<file path="config.mk">
export PLATFORM = sky130hd
export DESIGN_NAME = hbin_skip_top
export DESIGN_NICKNAME = d
export VERILOG_FILES = /design/src/rtl/hbin_pkg.sv /design/src/rtl/hbin_phase_track.sv /design/src/rtl/hbin_pair_avg.sv /design/src/rtl/hbin_skip_top.sv
export SDC_FILE = /design/constraint.sdc
export NUM_CORES = 1
export LEC_CHECK = 0
export BUFFER_PORTS_ARGS = -buffer_cell sky130_fd_sc_hd__buf_4
export CORE_ASPECT_RATIO = 1.25
export CORE_MARGIN = 2
export CORE_UTILIZATION = 52
export DETAILED_ROUTE_END_ITERATION = 12
export PLACE_DENSITY = 0.79
export SKIP_LAST_GASP = 1
export SYNTH_ARGS = -nofsm -noshare
export SYNTH_HDL_FRONTEND = slang
export SYNTH_SLANG_ARGS = --single-unit
</file>
<file path="constraint.sdc">
create_clock -name clk -period 2.76 [get_ports clk]
set_input_delay 0.276 -clock clk [delete_from_list [all_inputs] [get_ports clk]]
set_output_delay 0.276 -clock clk [all_outputs]
set_load 0.05 [all_outputs]
</file>
<file path="src/rtl/hbin_pkg.sv">
// Shared mode encoding for the horizontal binning/skipping block.
// Assumes a 2-bit mode field; the reserved code behaves as off.
package hbin_pkg;
    typedef enum logic [1:0] {
        HB_OFF  = 2'b00,
        HB_BIN  = 2'b01,
        HB_SKIP = 2'b10,
        HB_RSVD = 2'b11
    } hb_mode_e;
endpackage

</file>
<file path="src/rtl/hbin_phase_track.sv">
// Column phase and line mode tracker.
// Counts valid pixels modulo 2*SPAN from the start-of-line pixel and
// latches the mode on that pixel. Assumes SPAN is a power of two, 2 or more,
// and that pix_sol_i is only meaningful together with pix_valid_i.
module hbin_phase_track
    import hbin_pkg::*;
#(
    parameter int SPAN = 2
) (
    input  logic                            clk,
    input  logic                            rst_n,
    input  logic                            valid_i,
    input  logic                            sol_i,
    input  logic [1:0]                      mode_i,
    output logic [$clog2(2*SPAN)-1:0]       phase_o,
    output hb_mode_e                        mode_o
);
    localparam int GROUP = 2 * SPAN;
    localparam int PH_W  = $clog2(GROUP);

    logic [PH_W-1:0] col_q;
    hb_mode_e        mode_q;
    logic            line_start;

    // Purpose: select phase and mode that apply to the current pixel.
    always_comb begin
        line_start = valid_i && sol_i;
        phase_o    = line_start ? '0 : col_q;
        mode_o     = line_start ? hb_mode_e'(mode_i) : mode_q;
    end

    // Purpose: advance the column count on valid pixels and hold the line mode.
    always_ff @(posedge clk) begin
        if (!rst_n) begin
            col_q  <= '0;
            mode_q <= HB_OFF;
        end else if (valid_i) begin
            col_q <= phase_o + PH_W'(1);
            if (line_start) begin
                mode_q <= mode_o;
            end
        end
    end

    AST_MODE_HOLD: assert property (@(posedge clk) disable iff (!rst_n)
        !(valid_i && sol_i) |=> $stable(mode_q));

    AST_IDLE_HOLD: assert property (@(posedge clk) disable iff (!rst_n)
        !valid_i |=> $stable(col_q));
endmodule

</file>
<file path="src/rtl/hbin_pair_avg.sv">
// Same-plane pair averager.
// Stores the pixels of the first half of a group, one slot per colour
// plane, and averages each with the pixel SPAN columns later, rounding
// half up. Assumes SPAN is a power of two, 2 or more.
module hbin_pair_avg #(
    parameter int DATA_W = 12,
    parameter int SPAN   = 2
) (
    input  logic                            clk,
    input  logic                            rst_n,
    input  logic                            valid_i,
    input  logic [$clog2(2*SPAN)-1:0]       phase_i,
    input  logic [DATA_W-1:0]               data_i,
    output logic [DATA_W-1:0]               avg_o
);
    localparam int PH_W = $clog2(2 * SPAN);
    localparam int SL_W = PH_W - 1;

    logic [DATA_W-1:0] hold_q [SPAN];
    logic [SL_W-1:0]   slot;
    logic              first_half;
    logic [DATA_W:0]   sum;

    // Purpose: decode the storage slot and which half of the group this is.
    always_comb begin
        slot       = phase_i[SL_W-1:0];
        first_half = !phase_i[PH_W-1];
    end

    for (genvar s = 0; s < SPAN; s++) begin : g_slot
        // Purpose: capture the first pixel of the pair for colour plane s.
        always_ff @(posedge clk) begin
            if (!rst_n) begin
                hold_q[s] <= '0;
            end else if (valid_i && first_half && (slot == SL_W'(s))) begin
                hold_q[s] <= data_i;
            end
        end
    end

    // Purpose: rounded average of stored partner and current pixel.
    always_comb begin
        sum   = {1'b0, hold_q[slot]} + {1'b0, data_i} + (DATA_W+1)'(1);
        avg_o = sum[DATA_W:1];
    end
endmodule

</file>
<file path="src/rtl/hbin_skip_top.sv">
// Horizontal binning / skipping stage for a raw Bayer stream.
// One pixel per clock in, registered result one clock later; removed
// pixels become gaps in out_valid_o so the row period is unchanged.
// Assumes the start-of-line marker accompanies the first valid pixel.
module hbin_skip_top
    import hbin_pkg::*;
#(
    parameter int DATA_W = 12,
    parameter int SPAN   = 2
) (
    input  logic                clk,
    input  logic                rst_n,
    input  logic [1:0]          mode_i,
    input  logic                pix_valid_i,
    input  logic                pix_sol_i,
    input  logic [DATA_W-1:0]   pix_data_i,
    output logic                out_valid_o,
    output logic [DATA_W-1:0]   out_data_o
);
    localparam int PH_W = $clog2(2 * SPAN);

    logic [PH_W-1:0]   phase;
    hb_mode_e          act_mode;
    logic [DATA_W-1:0] avg;
    logic              keep;
    logic              second_half;
    logic [DATA_W-1:0] sel_data;

    hbin_phase_track #(.SPAN(SPAN)) i_track (
        .clk     (clk),
        .rst_n   (rst_n),
        .valid_i (pix_valid_i),
        .sol_i   (pix_sol_i),
        .mode_i  (mode_i),
        .phase_o (phase),
        .mode_o  (act_mode)
    );

    hbin_pair_avg #(.DATA_W(DATA_W), .SPAN(SPAN)) i_avg (
        .clk     (clk),
        .rst_n   (rst_n),
        .valid_i (pix_valid_i),
        .phase_i (phase),
        .data_i  (pix_data_i),
        .avg_o   (avg)
    );

    // Purpose: decide whether this pixel yields an output and which value.
    always_comb begin
        second_half = phase[PH_W-1];
        unique case (act_mode)
            HB_BIN:  keep = second_half;
            HB_SKIP: keep = !second_half;
            default: keep = 1'b1;
        endcase
        keep     = keep && pix_valid_i;
        sel_data = (act_mode == HB_BIN) ? avg : pix_data_i;
    end

    // Purpose: output register, one clock of latency for every mode.
    always_ff @(posedge clk) begin
        if (!rst_n) begin
            out_valid_o <= 1'b0;
            out_data_o  <= '0;
        end else begin
            out_valid_o <= keep;
            if (keep) begin
                out_data_o <= sel_data;
            end
        end
    end

    AST_OUT_FOLLOWS_IN: assert property (@(posedge clk) disable iff (!rst_n)
        out_valid_o |-> $past(pix_valid_i));

    AST_PASS_THRU: assert property (@(posedge clk) disable iff (!rst_n)
        (pix_valid_i && (act_mode == HB_OFF || act_mode == HB_RSVD))
        |=> (out_valid_o && out_data_o == $past(pix_data_i)));

    AST_SKIP_DROP: assert property (@(posedge clk) disable iff (!rst_n)
        (pix_valid_i && act_mode == HB_SKIP && phase[PH_W-1]) |=> !out_valid_o);

    AST_BIN_GAP: assert property (@(posedge clk) disable iff (!rst_n)
        (pix_valid_i && act_mode == HB_BIN && !phase[PH_W-1]) |=> !out_valid_o);

    AST_SOL_NO_BIN_OUT: assert property (@(posedge clk) disable iff (!rst_n)
        (pix_valid_i && pix_sol_i && mode_i == 2'b01) |=> !out_valid_o);
endmodule

</file>
# Yosys cells after proc, flatten, opt, wreduce, memory -nomap -nowiden

Memory sizes are Yosys's and may differ from the RTL's.
Cells that the tools add are included.

Register bits: 17
RAM bits: 24
Input port bits: 18
Output and inout bits: 13
Logic and storage cells: 33
Memories kept: 1

Memory list:

| name         | words | width | rd ports | clocked after memory_dff | write ports | RTL line            | RTL |
|---|---|---|---|---|---|---|---|
| i_avg.hold_q | 2     | 12    | 1        | 0                        | 2           | hbin_pair_avg.sv:19 | `logic [DATA_W-1:0] hold_q [SPAN];` |

Add/subtract/negate cells: 3
Equal/unequal tests: 2
Muxes and demuxes: 13
Bitwise logic cells: 3
Reductions and logical operators: 7

Operators with widths:

| kind                                                 | count |
|---|---|
| 2-to-1 mux 12 bit                                    | 3 |
| adder 12 x 12 -> 13 bit                              | 1 |
| adder 13 x 1 -> 13 bit (second input constant)       | 1 |
| 2-to-1 mux 1 bit                                     | 7 |
| logical AND 1 bit                                    | 5 |
| 2-to-1 mux 2 bit                                     | 2 |
| adder 2 x 1 -> 2 bit (second input constant)         | 1 |
| equality test 2 x 1 -> 1 bit (second input constant) | 1 |
| equality test 2 bit (second input constant)          | 1 |
| OR 1 bit                                             | 2 |
| case mux 1 bit (2 select lines)                      | 1 |
| AND reduction 2 bit                                  | 1 |
| logical NOT 1 bit                                    | 1 |
| NOT 1 bit                                            | 1 |

# Depth between registers and ports, before layout

Gate-level depths: netlist of run 1.

Depth after elaboration: 9
Gate-level depth with buffers: 12
Mapped depth without buffers: 10

# Hierarchy

Synthesis of run 1 repeated with hierarchy kept, for this count alone.

Cell total of the unflattened synthesis: 226
Area total of the unflattened synthesis: 2,518.7 µm²

By module, submodules not included:

| module           | instances | cells each | area an instance (µm²) | seq. area each (µm²) |
|---|---|---|---|---|
| hbin_pair_avg    | 1         | 141        | 1,626.6                | 720.7 |
| hbin_skip_top    | 1         | 64         | 689.4                  | 260.2 |
| hbin_phase_track | 1         | 21         | 202.7                  | 80.1 |

# Least setup slack after synthesis of run 1

No wires, ideal clock.

Path kind: reg2reg
Start: register i_track.col_q[0]
End: register out_data_o[10]
Arrival time: 2,682 ps
Required time: 2,643 ps
Setup slack: -40 ps
Stages on the path, launching flop included: 11
Period minus slack after synthesis: 2,800 ps
Cell sequence: dfxtp_1 > a21bo_4 > clkbuf_1 > mux2_2 > ha_1 > a211o_1 > a221oi_4 > nor4_1 > a211oi_2 > xnor2_1 > a32o_1

Cells in the longest elaborated chain, start to end: 5

RTL lines:

| what                     | RTL line               | RTL |
|---|---|---|
| from (decl)              | hbin_phase_track.sv:21 | `logic [PH_W-1:0] col_q;` |
| from (signal assigned)   | hbin_phase_track.sv:38 | `col_q <= phase_o + PH_W'(1);` |
| 2-to-1 mux 2 bit         | hbin_phase_track.sv:28 | `phase_o = line_start ? '0 : col_q;` |
| memory read (2 x 12 bit) | n/a                    |  |
| adder 12 x 12 -> 13 bit  | hbin_pair_avg.sv:43    | `sum = {1'b0, hold_q[slot]} + {1'b0, data_i} + (DATA_W+1)'(1);` |
| adder 13 x 1 -> 13 bit   | hbin_pair_avg.sv:43    |  |
| 2-to-1 mux 12 bit        | hbin_skip_top.sv:57    | `sel_data = (act_mode == HB_BIN) ? avg : pix_data_i;` |
| to (signal assigned)     | hbin_skip_top.sv:68    | `out_data_o <= sel_data;` |
| to (decl)                | hbin_skip_top.sv:18    | `output logic [DATA_W-1:0] out_data_o` |

Every way passes these cells.
A chain may end at the register's enable or synchronous reset.

# Worst setup path after layout of run 1

Same ends and word-level chain as after synthesis.

==> impl_metrics.env, run 1 <==
export IMPL_status="completed"
export IMPL_final_area_um2=2820
export IMPL_final_nets=299
export IMPL_clk_pin_slew_worst_paths_ns=0.08
export IMPL_clockRootBuffer="clkbuf_8"
export IMPL_clockBufferDepth=2
export IMPL_crit_path_start="i_track.col_q[0]"
export IMPL_grt_overflow=0
export IMPL_comb_power_share_pct=28.7
export IMPL_cts_inserted_buffers=5
export IMPL_r2r_cells=9
export IMPL_fillers=359
export IMPL_ios=31
export IMPL_clk_latency_ns=0.29
export IMPL_min_period_ns=2.63
export IMPL_synth_top_area_cell="edfxtp_1"
export IMPL_row_count=27
export IMPL_setup_worst_path_end="out_data_o[10]"
export IMPL_synth_ff_type="edfxtp_1"
export IMPL_start_kind="flop"
export IMPL_peakVddDrop_v=0.000480
export IMPL_h_tree_depth=2
export IMPL_core_area_um2=4390
export IMPL_critPathMaxFanout=7
export IMPL_grt_pass1_vias=1829
export IMPL_rr_startpoint="i_track.col_q[0]"
export IMPL_cap_violations=0
export IMPL_setup_ws_ns=0.129
export IMPL_power_net_switching_w=0.000513
export IMPL_r2r_end="out_data_o[10]"
export IMPL_antenna_cells=0
export IMPL_power_share_sequential_pct=43.5
export IMPL_path_class="flop to flop"
export IMPL_drt_wl_total_um=5400
export IMPL_fmax_ghz=0.380
export IMPL_relSlewSlack_pct=54.0
export IMPL_die_area_um2=5140
export IMPL_dp_slack_ns=0.0205
export IMPL_yosys_warnings=0
export IMPL_rsz0062_at_grt="no"
export IMPL_synth_area_um2=2380
export IMPL_grt_pass1_wl_um=8640
export IMPL_synth_area_top_cells="edfxtp_1 30%, dfxtp_1 14%, ha_1 6.8%, mux2_2 5.2%, and2_1 3.4%"
export IMPL_arrival_ns=2.82
export IMPL_slowest_stage="dfxtp_2"
export IMPL_viasPerCell=5.78
export IMPL_synth_cell_type_count=43
export IMPL_cts_tree="done"
export IMPL_finalCritPeriodShare_pct=95.3
export IMPL_antenna_found_initial=0
export IMPL_slowest_delay_ns=0.40
export IMPL_grt_usage_pct=22.0
export IMPL_fin_tns_setup_ns=0
export IMPL_portBuffers=30
export IMPL_die_w_um=64.5
export IMPL_syn2layout_area_growth_pct=18.7
export IMPL_dpl_cell_count=314
export IMPL_grt_max_degree=26
export IMPL_worst_pin_slew_ns=0.688
export IMPL_final_max_slew_viol_count=0
export IMPL_post_route_cells_drive_above_1_share_pct=23.5
export IMPL_crit_chain="a21bo_4 > mux2_2 > ha_1 > a211o_1 > a221oi_4 > nor4_1 > a211oi_2 > xnor2_1 > a32o_1"
export IMPL_syn_nets=263
export IMPL_async_reset_ff_share_pct=0
export IMPL_place_hpwl_um=3670
export IMPL_clock_sinks=41
export IMPL_finalHoldViolCount=0
export IMPL_fin_cells=326
export IMPL_vias=1885
export IMPL_post_drt_wl_per_cell_um=16.6
export IMPL_clkPwrFrac_pct=27.8
export IMPL_skew_ns=0.00652
export IMPL_die_y_um=79.6
export IMPL_required_ns=2.95
export IMPL_place_area_um2=2670
export IMPL_ys_seq_area_share_pct=44.6
export IMPL_p_per_area_nw_per_um2=588
export IMPL_start_util_pct=54.2
export IMPL_power_static_leakage_nw=1.24
export IMPL_ant_nets=0
export IMPL_cp_end_kind="flop"
export IMPL_hold_class="primary input to flop"
export IMPL_drt_iter0_drc=60
export IMPL_synthesis_instances=231
export IMPL_synth_edff_count=24
export IMPL_drc=0
export IMPL_ys_seq_elements=41
export IMPL_dr_pass1_iters=4
export IMPL_synth_avg_cell_area_um2=10.3
export IMPL_place_congestion=0.844
export IMPL_r2r_slack_ns=0.13
export IMPL_p_int_w=0.00115
export IMPL_synth_top_area_share_pct=30.3
export IMPL_setup_viol=0
export IMPL_switching_share_pct=30.9
## what timing repair did
action,in CTS,in global routing
setup buffers,0,3
hold buffers,0,0
setup endpoints to repair,0,7
gates resized for setup,0,3
## final cells by class
| cell class | count | area (um^2) | area share (%) |
|---|---|---|---|
| timing repair buffer | 38 | 285 | 10.1 |
| tap | 58 | 72.6 | 2.57 |
| sequential | 41 | 1060 | 37.6 |
| inverter | 7 | 26.3 | 0.930 |
| clock buffer | 8 | 111 | 3.94 |
| multi-input combinational | 174 | 1270 | 44.8 |
## metrics by stage
step	hold slack, ns	utilization, %	total power (W)
4_1_cts	0.271	63.3	0.00165
5_1_grt	0.285	64.3	0.00173
2_1_floorplan	0.436	-	0.00106
3_5_place_dp	0.462	60.8	0.00119
6_report	0.274	64.3	0.00166
3_3_place_gp	0.463	60.8	0.00119
## worst min path at each step
stage | end | cells after the start | start | slack, ns
after floorplan | out_valid_o | 1 | rst_n | 0.44
after global placement | out_data_o[11] | 2 | out_data_o[11] | 0.46
after detailed placement | out_data_o[11] | 2 | out_data_o[11] | 0.46
after CTS | i_track.mode_q[0] | 3 | mode_i[0] | 0.27
after global routing | i_avg.hold_q[0][10] | 2 | pix_data_i[10] | 0.29
final | i_track.mode_q[0] | 3 | mode_i[0] | 0.27
## worst max-delay path, delay by kind of cell, from the launching register on
family          cells  cell delay (ns)
simple gates        1             0.10
flops               1             0.40
fa+ha+maj           1             0.33
xor+xnor            1             0.09
compound gates      5             1.32
mux                 1             0.29
## layer usage
layer | track usage, % | up-vias | share of wire, %
met2 | 35.9 | 66 | 47
met5 | 0 | - | 0
met3 | 4.51 | 6 | 5.8
met1 | 28.1 | 904 | 46
li1 | - | 909 | -
met4 | 9.57 | 0 | 1.1
## kinds of logic after synthesis
kind of cell | count (synthesis) | synth area share, %
AND/OR/NAND/NOR | 72 | 15.7
AO/OA/AOI/OAI | 57 | 16.2
flip-flops | 41 | 44.6
multiplexers | 20 | 9.04
buffers and inverters | 17 | 3.05
adder cells (fa/ha/maj) | 14 | 7.68
XOR/XNOR | 10 | 3.68
## registers in the layout, indices dropped and copies added (netlist names)
register and cells:
i_avg.hold_q 24, i_track.col_q 2, i_track.mode_q 2, out_data_o 12, out_valid_o 1
## cell usage after synthesis (2+ instances only)
cell type	instances
o211ai_1	3
nand2b_1	6
a21o_1	3
a211oi_1	2
edfxtp_1	24
and2_1	13
ha_1	13
nand3b_1	3
dfxtp_1	17
and3_1	13
inv_1	6
mux2_2	11
clkbuf_1	8
nand2_1	14
mux2i_1	8
xnor2_1	5
o21ai_0	15
a21oi_1	15
o21a_1	4
a31oi_1	4
nor2_1	18
xor2_1	5
## cell usage in the layout, fill, tap and decap left out, types with 2 or more instances in the layout
| cell type | n |
|---|---|
| a31oi_1 | 4 |
| xnor2_1 | 5 |
| nand2_1 | 14 |
| xor2_1 | 5 |
| and2_1 | 13 |
| inv_1 | 6 |
| o211ai_1 | 3 |
| a211oi_1 | 2 |
| edfxtp_1 | 24 |
| nand2b_1 | 6 |
| o21a_1 | 4 |
| nor2_1 | 18 |
| dfxtp_1 | 16 |
| clkbuf_8 | 6 |
| and3_1 | 13 |
| a21oi_1 | 14 |
| a21o_1 | 3 |
| buf_4 | 38 |
| o21ai_0 | 15 |
| mux2i_1 | 8 |
| nand3b_1 | 3 |
| mux2_2 | 11 |
| ha_1 | 13 |
## power groups by stage
stage / Sequential, W / Clock (W) / Combinational, W
final: 0.000722 / 0.000461 / 0.000477
after CTS: 0.000721 / 0.000467 / 0.000464
after detailed placement: 0.000734 / 0 / 0.000461
after global placement: 0.000733 / 0 / 0.000454
after floorplan: 0.000798 / 0 / 0.000266
after global routing: 0.000726 / 0.000484 / 0.000520
Power figures use the tool's default switching activity.
==> run 2, diff against run 1 <==
--- a/config.mk
+++ b/config.mk
@@ -8,9 +8,9 @@
 export BUFFER_PORTS_ARGS = -buffer_cell sky130_fd_sc_hd__buf_4
 export CORE_ASPECT_RATIO = 1.25
 export CORE_MARGIN = 2
-export CORE_UTILIZATION = 52
+export CORE_UTILIZATION = 45
 export DETAILED_ROUTE_END_ITERATION = 12
-export PLACE_DENSITY = 0.79
+export PLACE_DENSITY = 0.7
 export SKIP_LAST_GASP = 1
 export SYNTH_ARGS = -nofsm -noshare
 export SYNTH_HDL_FRONTEND = slang
==> impl_metrics.env, run 2 (same netlist as run 1, synthesis figures left out) <==
export IMPL_dr_pass1_iters=4
export IMPL_clockRootBuffer="clkbuf_8"
export IMPL_fin_hold_ws_ns=0.277
export IMPL_layout_commonest_cell="buf_4"
export IMPL_drt_wl_total_um=5270
export IMPL_status="completed"
export IMPL_relSlewSlack_pct=56.0
export IMPL_final_area_um2=2790
export IMPL_fillers=463
export IMPL_place_area_um2=2670
export IMPL_final_max_slew_viol_count=0
export IMPL_critPathMaxFanout=7
export IMPL_worst_pin_slew_ns=0.657
export IMPL_viasPerCell=5.55
export IMPL_grt_pass1_vias=1719
export IMPL_utilization_pct=54.9
export IMPL_largest_register_ffs=24
export IMPL_path_class="flop to flop"
export IMPL_hold_class="primary input to flop"
export IMPL_arrival_ns=2.80
export IMPL_ios=31
export IMPL_final_cell_mix="37 x buf_4, 24 x edfxtp_1, 18 x nor2_1"
export IMPL_portBuffers=30
export IMPL_peakVddDrop_v=0.000342
export IMPL_clockBufferDepth=2
export IMPL_drc=0
export IMPL_start_kind="flop"
export IMPL_clock_sinks=41
export IMPL_grt_usage_pct=18.0
export IMPL_core_area_um2=5080
export IMPL_setup_viol=0
export IMPL_holdPathStages=3
export IMPL_p_per_area_nw_per_um2=560
export IMPL_largest_register="i_avg.hold_q"
export IMPL_r2r_cells=9
export IMPL_skew_ns=0.00289
export IMPL_clk_latency_ns=0.29
export IMPL_drt_iter0_drc=63
export IMPL_fmax_ghz=0.382
export IMPL_cap_violations=0
export IMPL_cts_inserted_buffers=5
export IMPL_fin_tns_setup_ns=0
export IMPL_final_nets=298
export IMPL_cts_tree="done"
export IMPL_cp_end_kind="flop"
export IMPL_finalCritPeriodShare_pct=94.8
export IMPL_grt_pass1_wl_um=8360
export IMPL_antenna_cells=0
export IMPL_post_route_cells_drive_above_1_share_pct=22.5
export IMPL_power_static_leakage_nw=1.22
export IMPL_grt_max_degree=26
export IMPL_row_count=29
export IMPL_die_area_um2=5890
export IMPL_required_ns=2.95
export IMPL_min_period_ns=2.62
export IMPL_grt_overflow=0
export IMPL_reg_largest_list="i_avg.hold_q: 24 flops, out_data_o: 12 flops"
export IMPL_die_y_um=85.3
export IMPL_post_drt_wl_per_cell_um=16.0
export IMPL_antenna_found_initial=0
export IMPL_vias=1825
export IMPL_syn2layout_area_growth_pct=17.1
export IMPL_clk_pin_slew_worst_paths_ns=0.07
export IMPL_rsz0062_at_grt="no"
export IMPL_ant_nets=0
export IMPL_die_w_um=69.0
export IMPL_place_hpwl_um=3750
export IMPL_finalHoldViolCount=0
export IMPL_start_util_pct=46.8
export IMPL_place_congestion=0.877
export IMPL_h_tree_depth=2
==> run 2: final timing paths <==
kind / start / to / slack, ns
hold / removal: mode_i[1] / i_track.mode_q[1] / 0.28
setup reg to reg: i_track.col_q[0] / out_data_o[10] / 0.14
hold reg to reg: out_data_o[11] / out_data_o[11] / 0.48
setup / recovery: i_track.col_q[0] / out_data_o[10] / 0.14
==> run 2: layout make-up <==
cell class / count / area [um^2] / share of cell area (%)
clock buffers: 5 / 68.8 / 2.47
clock inverters: 3 / 12.5 / 0.449
inverters: 7 / 26.3 / 0.943
multi-input cells: 174 / 1260 / 45.3
flip-flops and latches: 41 / 1060 / 38.1
well taps: 62 / 77.6 / 2.78
repair buffers: 37 / 278 / 9.96
==> run 2: power breakdown <==
| part | switching [W] | total [W] | internal (W) |
|---|---|---|---|
| logic | 0.000281 | 0.000470 | 0.000189 |
| clock network | 0.000200 | 0.000370 | 0.000170 |
| registers | 0.0000216 | 0.000720 | 0.000698 |
| total | 0.000502 | 0.00156 | 0.00106 |
==> run 2: per-layer routing <==
layer	share of wire [%]	GRT usage, %	vias up
met1	46	23.5	830
met4	2.0	8.20	0
li1	-	-	916
met5	0	0	-
met3	5.0	3.92	11
met2	47	28.5	68
==> run 2: timing repair <==
| action | 4_1_cts | 5_1_grt |
|---|---|---|
| resized for setup | 0 | 2 |
| buffers inserted | 0 | 3 |
| hold buffers | 0 | 0 |
| endpoints found under the setup margin | 0 | 7 |
==> run 2: per-stage QoR <==
step,power (W),worst slack (ns),cells
global placement,0.00119,0.0882,317
global route,0.00164,0.00487,329
floorplan,0.00106,0.0999,231
detailed placement,0.00119,0.0429,317
finish,0.00156,0.144,329
CTS,0.00156,0.0536,325
==> run 2: critical path, cell delays in order (launching register included) <==
cell	delay, ns
dfxtp_2	0.36
a21bo_2	0.32
mux2_2	0.38
ha_1	0.33
a21oi_1	0.23
o21ai_0	0.15
o21a_1	0.21
a211oi_2	0.21
xnor2_1	0.08
a32o_1	0.24
